`config.mk`:
```
export PLATFORM = sky130hd
export DESIGN_NAME = core_idle_predictor
export DESIGN_NICKNAME = d
export VERILOG_FILES = /design/src/rtl/cip_pkg.sv /design/src/rtl/cip_history_vote.sv /design/src/rtl/cip_core_lane.sv /design/src/rtl/cip_accuracy.sv /design/src/rtl/core_idle_predictor.sv
export SDC_FILE = /design/constraint.sdc
export NUM_CORES = 1
export LEC_CHECK = 0
export BUFFER_PORTS_ARGS = -buffer_cell sky130_fd_sc_hd__buf_2
export CAP_MARGIN = 20
export CORE_UTILIZATION = 45
export CTS_CLUSTER_DIAMETER = 100
export DETAILED_ROUTE_END_ITERATION = 8
export PLACE_DENSITY = 0.79
export RECOVER_POWER = 25
export SLEW_MARGIN = 10
export SYNTH_ARGS = -nofsm -noshare
export SYNTH_HDL_FRONTEND = slang
export SYNTH_SLANG_ARGS = --single-unit
```
`constraint.sdc`:
```
create_clock -name clk -period 3.4 [get_ports clk]
set_input_delay 0.51 -clock clk [delete_from_list [all_inputs] [get_ports clk]]
set_output_delay 0.51 -clock clk [all_outputs]
set_load 0.02 [all_outputs]
```
`src/rtl/cip_pkg.sv`:
```
package cip_pkg;

    // Lane mode: LEARN leaves the select alone, SPEC drives it from the prediction
    typedef enum logic {
        LANE_LEARN = 1'b0,
        LANE_SPEC  = 1'b1
    } lane_state_e;

endpackage

```
`src/rtl/cip_history_vote.sv`:
```
module cip_history_vote #(
    parameter int MAX_HIST = 4,
    parameter int DEPTH_W  = $clog2(MAX_HIST + 1)
) (
    input  logic [MAX_HIST-1:0] hist,      // bit 0 is the newest sample
    input  logic [DEPTH_W-1:0]  depth,
    output logic                vote_idle
);

    localparam int SW = DEPTH_W + 2;

    logic [SW-1:0] eff_depth;
    logic [SW-1:0] ones;
    logic [SW-1:0] twice;

    // Clamp the requested depth into 1..MAX_HIST
    always_comb begin
        if (depth == '0) begin
            eff_depth = SW'(1);
        end else if (SW'(depth) > SW'(MAX_HIST)) begin
            eff_depth = SW'(MAX_HIST);
        end else begin
            eff_depth = SW'(depth);
        end
    end

    // Population count over the newest eff_depth bits
    always_comb begin
        ones = '0;
        for (int k = 0; k < MAX_HIST; k++) begin
            if (SW'(k) < eff_depth) begin
                ones = ones + SW'(hist[k]);
            end
        end
    end

    assign twice = ones << 1;

    // Majority, tie goes to the newest bit
    always_comb begin
        if (twice > eff_depth) begin
            vote_idle = 1'b1;
        end else if (twice == eff_depth) begin
            vote_idle = hist[0];
        end else begin
            vote_idle = 1'b0;
        end
    end

endmodule

```
`src/rtl/cip_core_lane.sv`:
```
module cip_core_lane
    import cip_pkg::*;
#(
    parameter int MAX_HIST = 4,
    parameter int DEPTH_W  = $clog2(MAX_HIST + 1),
    parameter int CONF_W   = 3
) (
    input  logic                clk,
    input  logic                rst_n,
    input  logic                tick,
    input  logic                actual_idle,
    input  logic [CONF_W-1:0]   thresh,
    input  logic [DEPTH_W-1:0]  depth,
    output logic                sel_idle,
    output logic                miss,
    output logic                pred,
    output logic [CONF_W-1:0]   conf,
    output lane_state_e         state
);

    lane_state_e          state_q, state_d;
    logic [MAX_HIST-1:0]  hist_q, hist_d, hist_shift;
    logic [CONF_W-1:0]    conf_q, conf_d, conf_upd;
    logic                 pred_q, pred_d;
    logic                 sel_q, sel_d;
    logic                 vote_next;
    logic                 reach;

    // Newest sample enters at bit 0
    generate
        if (MAX_HIST == 1) begin : g_single
            assign hist_shift = actual_idle;
        end else begin : g_multi
            assign hist_shift = {hist_q[MAX_HIST-2:0], actual_idle};
        end
    endgenerate

    cip_history_vote #(
        .MAX_HIST (MAX_HIST),
        .DEPTH_W  (DEPTH_W)
    ) i_vote (
        .hist      (hist_shift),
        .depth     (depth),
        .vote_idle (vote_next)
    );

    assign miss = pred_q ^ actual_idle;

    // Confidence after checking the outstanding prediction
    always_comb begin
        if (miss) begin
            conf_upd = '0;
        end else if (conf_q < thresh) begin
            conf_upd = conf_q + CONF_W'(1);
        end else begin
            conf_upd = conf_q;
        end
    end

    assign reach = (conf_upd >= thresh);

    // Next-state and output decisions
    always_comb begin
        state_d = state_q;
        hist_d  = hist_q;
        conf_d  = conf_q;
        pred_d  = pred_q;
        sel_d   = sel_q;
        if (tick) begin
            hist_d = hist_shift;
            conf_d = conf_upd;
            pred_d = vote_next;
            unique case (state_q)
                LANE_LEARN: begin
                    if (reach) begin
                        state_d = LANE_SPEC;
                        sel_d   = vote_next;
                    end
                end
                LANE_SPEC: begin
                    if (reach) begin
                        sel_d = vote_next;
                    end else begin
                        state_d = LANE_LEARN;
                        if (miss) begin
                            sel_d = actual_idle;
                        end
                    end
                end
                default: state_d = LANE_LEARN;
            endcase
        end
    end

    // State register
    always_ff @(posedge clk or negedge rst_n) begin
        if (!rst_n) begin
            state_q <= LANE_LEARN;
            hist_q  <= '0;
            conf_q  <= '0;
            pred_q  <= 1'b0;
            sel_q   <= 1'b0;
        end else begin
            state_q <= state_d;
            hist_q  <= hist_d;
            conf_q  <= conf_d;
            pred_q  <= pred_d;
            sel_q   <= sel_d;
        end
    end

    assign sel_idle = sel_q;
    assign pred     = pred_q;
    assign conf     = conf_q;
    assign state    = state_q;

endmodule

```
`src/rtl/cip_accuracy.sv`:
```
module cip_accuracy #(
    parameter int NUM_CORES = 4,
    parameter int CNT_W     = 16
) (
    input  logic                 clk,
    input  logic                 rst_n,
    input  logic                 tick,
    input  logic [NUM_CORES-1:0] miss_vec,
    output logic [CNT_W-1:0]     total,
    output logic [CNT_W-1:0]     correct
);

    localparam int HW = $clog2(NUM_CORES + 1);

    logic [HW-1:0]    hits;
    logic [CNT_W-1:0] total_q, correct_q;

    always_comb begin
        hits = '0;
        for (int c = 0; c < NUM_CORES; c++) begin
            hits = hits + HW'(~miss_vec[c]);
        end
    end

    always_ff @(posedge clk or negedge rst_n) begin
        if (!rst_n) begin
            total_q   <= '0;
            correct_q <= '0;
        end else if (tick) begin
            total_q   <= total_q + CNT_W'(NUM_CORES);
            correct_q <= correct_q + CNT_W'(hits);
        end
    end

    assign total   = total_q;
    assign correct = correct_q;

endmodule

```
`src/rtl/core_idle_predictor.sv`:
```
module core_idle_predictor
    import cip_pkg::*;
#(
    parameter int NUM_CORES = 4,
    parameter int MAX_HIST  = 4,
    parameter int CONF_W    = 3,
    parameter int FREQ_W    = 8,
    parameter int CNT_W     = 16,
    parameter int DEPTH_W   = $clog2(MAX_HIST + 1)
) (
    input  logic                          clk,
    input  logic                          rst_n,
    input  logic                          tick,
    input  logic [NUM_CORES-1:0]          core_idle,
    input  logic [CONF_W-1:0]             conf_thresh,
    input  logic [DEPTH_W-1:0]            hist_depth,
    input  logic [FREQ_W-1:0]             freq_idle,
    input  logic [FREQ_W-1:0]             freq_cfg,
    output logic [NUM_CORES*FREQ_W-1:0]   freq_sel,
    output logic [CNT_W-1:0]              pred_total,
    output logic [CNT_W-1:0]              pred_correct
);

    logic [NUM_CORES-1:0]        sel_vec;
    logic [NUM_CORES-1:0]        miss_vec;
    logic [NUM_CORES-1:0]        pred_vec;
    logic [NUM_CORES-1:0]        spec_vec;
    logic [NUM_CORES*CONF_W-1:0] conf_flat;

    generate
        for (genvar i = 0; i < NUM_CORES; i++) begin : g_lane
            lane_state_e        lane_state;
            logic [CONF_W-1:0]  lane_conf;

            cip_core_lane #(
                .MAX_HIST (MAX_HIST),
                .DEPTH_W  (DEPTH_W),
                .CONF_W   (CONF_W)
            ) i_lane (
                .clk         (clk),
                .rst_n       (rst_n),
                .tick        (tick),
                .actual_idle (core_idle[i]),
                .thresh      (conf_thresh),
                .depth       (hist_depth),
                .sel_idle    (sel_vec[i]),
                .miss        (miss_vec[i]),
                .pred        (pred_vec[i]),
                .conf        (lane_conf),
                .state       (lane_state)
            );

            assign spec_vec[i]                   = (lane_state == LANE_SPEC);
            assign conf_flat[i*CONF_W +: CONF_W] = lane_conf;
            assign freq_sel[i*FREQ_W +: FREQ_W]  = sel_vec[i] ? freq_idle : freq_cfg;
        end
    endgenerate

    cip_accuracy #(
        .NUM_CORES (NUM_CORES),
        .CNT_W     (CNT_W)
    ) i_acc (
        .clk      (clk),
        .rst_n    (rst_n),
        .tick     (tick),
        .miss_vec (miss_vec),
        .total    (pred_total),
        .correct  (pred_correct)
    );

endmodule

```
**Word-level counts from Yosys, hierarchy flattened**

Index checks and enable logic that the tools add are counted.

- Bits in registers: 68
- Bits of input ports: 29
- Output and inout bits: 64
- Word-level logic and storage cells: 147

- Add/sub/neg operators: 21
- Magnitude comparators: 17
- Equal/unequal tests: 12
- Multiplexer cells: 58
- Bitwise gates (word level): 12
- Reductions and logical operators: 5

Operators with widths:

| cell | number |
|---|---|
| adder 4 x 1 -> 4 bit | 8 |
| two-way mux 4 bit | 8 |
| two-way mux 8 bit | 4 |
| two-way mux 1 bit | 28 |
| two-way mux 3 bit | 9 |
| equality test 5 bit | 4 |
| greater-than comparator 5 bit | 4 |
| adder 16 x 3 -> 16 bit | 1 |
| adder 16 x 3 -> 16 bit, second input constant | 1 |
| adder 3 x 1 -> 3 bit, second input constant | 4 |
| greater-or-equal comparator 3 bit | 4 |
| less-than comparator 3 bit | 4 |
| inequality test 3 x 2 -> 1 bit, second input constant | 4 |
| inverter 1 -> 3 bit | 4 |
| AND reduction 3 bit | 4 |
| less-than comparator 1 x 5 -> 1 bit, first input constant | 2 |
| less-than comparator 2 x 5 -> 1 bit, first input constant | 2 |
| adder 3 bit | 3 |
| adder 1 x 1 -> 2 bit | 4 |
| two-way mux 2 bit | 4 |
| inequality test 2 x 1 -> 1 bit, second input constant | 4 |
| one-hot mux 1 bit (2 select lines) | 4 |
| two-way mux 5 bit | 1 |
| inverter 1 bit | 4 |
| other kinds (3) | 6 |

**Logic depth before layout (Yosys ltp)**

Gate-level depths: netlist (run 1).

- Depth in word-level cells: 16
- Mapped depth: 14

**Modules after synthesis**

Synthesis (run 1) repeated with hierarchy kept, for this count alone.

- Cell total of the unflattened synthesis: 513
- Area total of the unflattened synthesis: 5308.8 µm²

By module, submodules not included:

| module | instances | cells each | area an instance (µm²) | seq. area each (µm²) |
|---|---|---|---|---|
| cip_core_lane | 4 | 54 | 581.8 | 225.2 |
| cip_accuracy | 1 | 125 | 1445.1 | 750.7 |
| cip_history_vote | 4 | 34 | 252.7 | 0.0 |
| core_idle_predictor | 1 | 36 | 525.5 | 0.0 |

**Worst setup path before layout (run 1)**

OpenSTA, ideal clock, no wires.

- Kind: input to register
- Start: input hist_depth[1]
- End: register g_lane[2].i_lane.sel_q
- Arrival: 3.150 ns
- Data required time: 3.267 ns
- Path slack: 0.117 ns
- Stages: 14
- Cell sequence: buf_2 > nor2_2 > mux2i_1 > inv_1 > ha_1 > nor2_1 > a21oi_1 > ha_1 > mux2_2 > ha_1 > o221ai_1 > o22ai_1 > a221oi_1 > o31ai_1

- Cells in the longest elaborated chain, start to end: 16
- Elaborated cells between the ends (all ways): 22
- Classes of those cells: 3 x add/sub; 6 x order compare; 1 x eq/ne; 11 x mux; 1 x reduce/logical

Ends and longest elaborated chain:

| what | RTL line | source |
|---|---|---|
| start, declared | core_idle_predictor.sv:16 | `input logic [DEPTH_W-1:0] hist_depth,` |
| greater-than comparator 3 bit | cip_history_vote.sv:20 | `end else if (SW'(depth) > SW'(MAX_HIST)) begin` |
| two-way mux 3 bit | cip_history_vote.sv:20 |  |
| two-way mux 5 bit * | cip_history_vote.sv:18 | `if (depth == '0) begin` |
| branches (longest 10 deep; another with less-than comparator 1 x 5 -> 1 bit) | -- |  |
| two-way mux 1 bit * | cip_history_vote.sv:41 | `if (twice > eff_depth) begin` |
| two-way mux 1 bit, on equally long branches | cip_core_lane.sv:81, cip_core_lane.sv:75 |  |
| one-hot mux 1 bit (2 select lines) * | cip_core_lane.sv:73 | `unique case (state_q)` |
| end signal, assigned | cip_core_lane.sv:108 | `sel_q <= sel_d;` |
| end, declared | cip_core_lane.sv:25 | `logic sel_q, sel_d;` |

Mark *: on every way between the ends. The select of a mux whose other input is x is not followed.
A chain may end at the register's enable or synchronous reset.

**Worst setup path in the final report (run 1)**

- Start: register g_lane[2].i_lane.hist_q[0]
- End: register g_lane[2].i_lane.pred_q

- Cells in the longest elaborated chain, start to end: 9
- Elaborated cells between the ends (all ways): 10
- Classes of those cells: 3 x add/sub; 1 x order compare; 1 x eq/ne; 5 x mux

Ends and longest elaborated chain:

| what | RTL line | source |
|---|---|---|
| start, declared | cip_core_lane.sv:22 | `logic [MAX_HIST-1:0] hist_q, hist_d, hist_shift;` |
| start signal, assigned | cip_core_lane.sv:105 | `hist_q <= hist_d;` |
| adder 1 x 1 -> 2 bit * | cip_history_vote.sv:32 | `ones = ones + SW'(hist[k]);` |
| two-way mux 2 bit * | cip_history_vote.sv:31 | `if (SW'(k) < eff_depth) begin` |
| adder 4 x 1 -> 4 bit | cip_history_vote.sv:32 |  |
| two-way mux 4 bit * | cip_history_vote.sv:31 |  |
| adder 4 x 1 -> 4 bit | cip_history_vote.sv:32 |  |
| two-way mux 4 bit * | cip_history_vote.sv:31 |  |
| branches (longest 2 deep; another with greater-than comparator 5 bit) | -- |  |
| two-way mux 1 bit * | cip_history_vote.sv:41 |  |
| end signal, assigned | cip_core_lane.sv:107 | `pred_q <= pred_d;` |
| end, declared | cip_core_lane.sv:24 | `logic pred_q, pred_d;` |

Mark *: on every way between the ends.

==> flow_metrics.py, run 1 <==
metrics = {
    "cts": {
        "cts.sinks": 66,
        "cts_tree": "yes",
        "ctsHtreeMaxLevel": 3,
        "cts_buffers": 9,
        "cts_hold_buf": 0,
        "clockBufferDepth": 2,
        "cts-root-buf": "clkbuf_16",
        "post_cts_resized": 0,
        "clkTransAtPathRegs_ps": 60,
        "cts_setup_buffers": 0,
        "insertion_delay_ps": 340,
    },
    "detailed_routing": {
        "first_pass_iters": 4,
        "wl_per_cell_um": 15.84,
        "routed_wl_um": 11960,
        "drcViolationCount": 0,
        "viasPerCell": 5.668,
        "postRouteAntennaNets": 0,
        "vias": 4279,
        "drt_iter0_markers": 160,
    },
    "setup_path": {
        "cp.depth": 13,
        "endpoint_kind": "register",
        "slowest_stage": "dfrtp_1",
        "critPathTopFamily": "adder cells",
        "start_kind": "register",
        "crit_buf_inv": 1,
        "cp_max_fo": 3,
        "path_class": "register to register",
        "path_common_cell": "ha_1",
        "arrival_ps": 3460,
        "reg2regPathDepth": 13,
        "crit_path_cell_trace": "ha_1 > mux2i_1 > inv_1 > ha_1 > nor2_1 > a21oi_1 > ha_1 > mux2_2 > ha_1 > o221ai_1 > o22ai_1 > a221oi_2 > o2bb2ai_1",
        "crit_path_end": "g_lane[2].i_lane.pred",
        "cp-startpoint": "g_lane[2].i_lane.hist_q[0]",
        "ff2ff_setup_slack_ps": 160,
        "worstReg2RegStart": "g_lane[2].i_lane.hist_q[0]",
        "crit_required_ps": 3620,
        "r2r_end": "g_lane[2].i_lane.pred",
        "max_stage_delay_ps": 390,
    },
    "timing": {
        "clock.fmax_ghz": 0.3086,
        "period_minus_slack_ps": 3240,
        "hold_viol_final": 0,
        "fin_skew_ps": 8.059,
        "finalCritPeriodShare_pct": 95.30,
        "fin_ws_ps": 159.9,
        "worst_pin_slew_ps": 1331,
        "rsz0062_at_grt": "false",
        "setup_violations": 0,
        "slew_headroom_pct": 11.26,
        "final-max-slew-violation-count": 0,
    },
    "synth": {
        "synth-main-ff-cell": "dfrtp_1",
        "synthArstFlopShare_pct": 100.0,
        "synth.distinct_cells": 64,
        "netlist_instances": 513,
        "syn_area_um2": 5115,
        "syn_area_per_cell_um2": 9.971,
        "synth_edf_count": 0,
        "synth_seq_area_share_pct": 32.29,
        "yosys_warnings": 0,
        "synth-seq-cells": 66,
    },
    "placement": {
        "post-dp-hpwl_um": 8808,
        "gp_congestion": 0.8341,
        "placed_area_um2": 5767,
        "io_buffer_count": 90,
        "post-place-ws_ps": -85.94,
    },
    "floorplan": {
        "fp.dieH_um": 108.6,
        "start_util_pct": 46.77,
        "io_pins": 93,
        "die_x_um": 108.6,
        "rows": 38,
        "coreArea_um2": 10940,
        "die-area_um2": 11800,
    },
    "cells_and_area": {
        "final_common_cell": "buf_2",
        "n_antenna_cell": 0,
        "multiInputGateArea_um2": 3262,
        "fillCellCount": 911,
        "finalNetCount": 695,
        "drive_gt1_share_pct": 29.76,
        "final_cell_mix": "buf_2, dfrtp_1, ha_1",
        "design_area_um2": 6098,
        "area_delta_synth_final_pct": 19.23,
        "seq_area_um2": 1652,
    },
    "power_and_ir_drop": {
        "total_power_w": 0.004505,
        "leakage_nw": 3.006,
        "peakVddDrop_v": 0.0004466,
        "p_per_area_nw_per_um2": 738.8,
    },
    "grt": {
        "grt.overflow.total": 0,
        "grt_max_degree": 36,
        "globalRouteTotalUtil_pct": 21.01,
        "antenna_found_initial": 0,
        "grt_pass1_wl_um": 19540,
        "grt_pass1_vias": 4248,
    },
    "outcome": {
        "status": "finished clean",
    },
    "worst_hold_path": {
        "min_path_type": "primary input to asynchronous set/reset pin",
    },
    "run": {
        "maxCapViolCount": 0,
    },
}
stage by stage:
stage | util (%) | setup TNS, ps | instances | hold slack, ps
floorplan | - | 0 | 514 | 214.4
global placement | 52.73 | 0 | 739 | 451.6
detailed placement | 52.73 | -359.4 | 739 | 461.3
CTS | 55.74 | 0 | 755 | 112.6
global route | 55.77 | 0 | 755 | 432.8
finish | 55.77 | 0 | 755 | 321.9
kinds of logic (layout without fill, tap and decap cells):
group	after synthesis	in the layout	synth area share [%]
AO/OA/AOI/OAI	102	102	14.55
AND/OR/NAND/NOR	125	125	12.01
buffers and inverters	51	152	4.256
adder cells (fa/ha/maj)	56	56	13.99
multiplexers	63	63	13.58
other	1	2	0.07332
flip-flops	66	66	32.29
XOR/XNOR	49	49	9.247
power by group:
group          switching [W]  internal [W]  leakage (nW)  total [W]
logic                0.00117       0.00104          2.02    0.00220
clock network       0.000358      0.000662         0.159    0.00102
registers           0.000284       0.00100         0.827    0.00128
how the worst min path moves through the flow:
stage / slack, ps / end / depth (start not counted)
after floorplan: 210 / g_lane[0].i_lane.conf[0] / 0
after global placement: 450 / i_acc.correct[15] / 1
after detailed placement: 460 / i_acc.correct[15] / 1
after CTS: 110 / i_acc.total[15] / 1
after global routing: 430 / i_acc.total[14] / 1
final: 320 / i_acc.total[10] / 1
per-layer routing:
layer | up-vias | wire (um) | track usage, %
li1 | 2033 | - | -
met1 | 2094 | 5083 | 25.03
met2 | 121 | 6082 | 36.98
met3 | 31 | 507 | 3.706
met4 | 0 | 283 | 9.170
met5 | - | 0 | 0
flip-flops by register name, indices dropped and copies added, names as in the netlist:
name	cells
g_lane.i_lane.hist_q	12
g_lane.i_lane.pred	4
g_lane.i_lane.sel_idle	4
i_acc.correct	16
i_acc.total	14
g_lane.i_lane.conf	12
g_lane.i_lane.state	4
synthesized netlist by cell type, types with 12 or more instances:
cell type / number / area [um^2]
mux2i_1: 12 / 120.1
a21oi_1: 17 / 85.08
a21o_1: 13 / 97.59
nand2b_1: 14 / 87.58
dfrtp_1: 66 / 1652
o21ai_0: 12 / 60.06
inv_1: 26 / 97.59
ha_1: 54 / 675.7
nand3_1: 13 / 65.06
nand2_1: 36 / 135.1
nor2_1: 30 / 112.6
o31ai_1: 14 / 105.1
xnor2_1: 28 / 245.2
clkbuf_1: 12 / 45.04
xor2_1: 18 / 157.7
mux2_2: 51 / 574.3
area by class of cell:
| class | instances | area share [%] |
|---|---|---|
| sequential | 66 | 27.08 |
| inverter | 28 | 1.723 |
| multi-input combinational | 397 | 53.49 |
| clock inverter | 6 | 1.477 |
| timing repair buffer | 108 | 9.438 |
| tap | 140 | 2.872 |
| clock buffer | 10 | 3.919 |
No activity file was read; power rests on OpenSTA's default activity.
==> run 2: changes to the inputs <==
--- a/config.mk
+++ b/config.mk
@@ -12,6 +12,7 @@
 export DETAILED_ROUTE_END_ITERATION = 8
 export PLACE_DENSITY = 0.79
 export RECOVER_POWER = 25
+export REMOVE_ABC_BUFFERS = 1
 export SLEW_MARGIN = 10
 export SYNTH_ARGS = -nofsm -noshare
 export SYNTH_HDL_FRONTEND = slang
==> constraint.sdc (replaced) <==
create_clock -name clk -period 4 [get_ports clk]
set_input_delay 0.6 -clock clk [delete_from_list [all_inputs] [get_ports clk]]
set_output_delay 0.6 -clock clk [all_outputs]
set_load 0.02 [all_outputs]
==> flow_metrics.py, run 2 (same netlist as run 1, synthesis figures left out) <==
metrics = {
    "worst_hold_path": {
        "min_path_type": "register to register",
        "hold_path_depth": 1,
    },
    "grt": {
        "grt_max_degree": 44,
        "grt-busiest-layer": "met2",
        "met1_usage_pct": 21.98,
        "antenna_found_initial": 0,
        "grtUsageMet2_pct": 35.53,
        "grt.overflow.total": 0,
        "grt_pass1_wl_um": 18030,
        "globalRouteTotalUtil_pct": 19.14,
        "grt_pass1_vias": 4015,
        "met3_usage_pct": 3.885,
    },
    "cts": {
        "insertion_delay_ps": 330,
        "cts_setup_buffers": 0,
        "cts-root-buf": "clkbuf_16",
        "clockBufferDepth": 2,
        "ctsHtreeMaxLevel": 3,
        "cts_tree": "yes",
        "cts_buffers": 9,
        "post_cts_resized": 0,
        "cts.sinks": 66,
        "clkTransAtPathRegs_ps": 60,
        "cts_hold_buf": 0,
    },
    "detailed_routing": {
        "drt_iter0_markers": 197,
        "wl_per_cell_um": 14.88,
        "viasPerCell": 5.519,
        "postRouteAntennaNets": 0,
        "routed_wl_um": 11090,
        "vias": 4112,
        "first_pass_iters": 4,
        "drcViolationCount": 0,
    },
    "cells_and_area": {
        "area_delta_synth_final_pct": 17.98,
        "final_common_cell": "buf_2",
        "fin_util_pct": 55.18,
        "largest_register_ffs": 16,
        "finalNetCount": 685,
        "n_antenna_cell": 0,
        "drive_gt1_share_pct": 28.43,
        "final_cell_mix": "buf_2, dfrtp_1, ha_1",
    },
    "timing": {
        "clock.fmax_ghz": 0.2885,
        "fin_ws_ps": 533.8,
        "hold_viol_final": 0,
        "period_minus_slack_ps": 3466,
        "final-max-slew-violation-count": 80,
        "finalCritPeriodShare_pct": 86.65,
        "rsz0062_at_grt": "false",
        "fin_skew_ps": 6.613,
        "slew_headroom_pct": -51.41,
        "setup_violations": 0,
        "final.setup.tns_ps": 0,
        "worst_pin_slew_ps": 2271,
    },
    "placement": {
        "gp_congestion": 0.8236,
        "post-place-ws_ps": 199.0,
        "io_buffer_count": 90,
        "post-dp-hpwl_um": 8280,
    },
    "setup_path": {
        "ff2ff_setup_slack_ps": 780,
        "worstReg2RegStart": "g_lane[2].i_lane.hist_q[0]",
        "cp-startpoint": "hist_depth[1]",
        "endpoint_kind": "register",
        "path_class": "primary input to register",
        "crit_path_end": "g_lane[2].i_lane.sel_idle",
        "cp_max_fo": 8,
        "arrival_ps": 3660,
        "start_kind": "primary input",
        "reg2regPathDepth": 13,
        "r2r_end": "g_lane[2].i_lane.sel_idle",
        "crit_required_ps": 4200,
    },
    "floorplan": {
        "coreArea_um2": 10940,
        "fp.dieH_um": 108.6,
        "die_x_um": 108.6,
        "io_pins": 93,
        "die-area_um2": 11800,
        "rows": 38,
        "start_util_pct": 46.77,
    },
    "outcome": {
        "violations": "capacitance limit, slew limit",
        "status": "finished, violations left",
    },
    "power_and_ir_drop": {
        "leakage_nw": 2.968,
        "p_per_area_nw_per_um2": 628.7,
        "peakVddDrop_v": 0.0004404,
    },
    "run": {
        "maxCapViolCount": 2,
    },
}
[run 2: worst min path at each step]
stage                    startpoint                        to  slack, ps
finish              i_acc.total[15]           i_acc.total[15]        470
global route        i_acc.total[15]           i_acc.total[15]        490
CTS                           rst_n            i_acc.total[7]        450
detailed placement  i_acc.total[15]           i_acc.total[15]        460
global placement    i_acc.total[15]           i_acc.total[15]        460
floorplan                     rst_n  g_lane[0].i_lane.conf[0]        300
[run 2: worst max-delay path, stage by stage]
cell      delay (ps)
buf_2            150
nor2_2           410
mux2i_1          310
inv_1             70
ha_1             280
nor2_1            40
a21oi_1          230
ha_1             270
mux2_2           260
ha_1             300
o221ai_1         100
o22ai_1          120
a221oi_1         390
o31ai_1          130
[run 2: where the power goes]
part / switching, W / internal [W] / leakage [nW] / total [W]
logic: 0.000942 / 0.000854 / 1.97 / 0.00180
clock network: 0.000300 / 0.000614 / 0.167 / 0.000914
registers: 0.000235 / 0.000850 / 0.827 / 0.00108
total: 0.00148 / 0.00232 / 2.97 / 0.00379
[run 2: per-stage QoR]
step	power [W]	area, um^2	cells	hold WS, ps
2_1_floorplan	0.002379	5006	491	304.4
3_3_place_gp	0.002790	5692	729	458.3
3_5_place_dp	0.002879	5692	729	456.9
4_1_cts	0.003818	6041	745	452.9
5_1_grt	0.004076	6035	745	491.9
6_report	0.003794	6035	745	472.3
[run 2: final cells by class]
type / instances / area, um^2
Fill cell: 944 / 4901
Clock inverter: 7 / 123.9
Timing Repair Buffer: 98 / 504.2
Clock buffer: 9 / 225.2
Multi-Input combinational cell: 397 / 3249
Sequential cell: 66 / 1652
Tap cell: 140 / 175.2
Inverter: 28 / 105.1
[run 2: layer usage]
metal | vias up | wire, um
met4 | 0 | 87
met5 | - | 0
li1 | 2006 | -
met2 | 119 | 5637
met1 | 1977 | 4799
met3 | 10 | 560
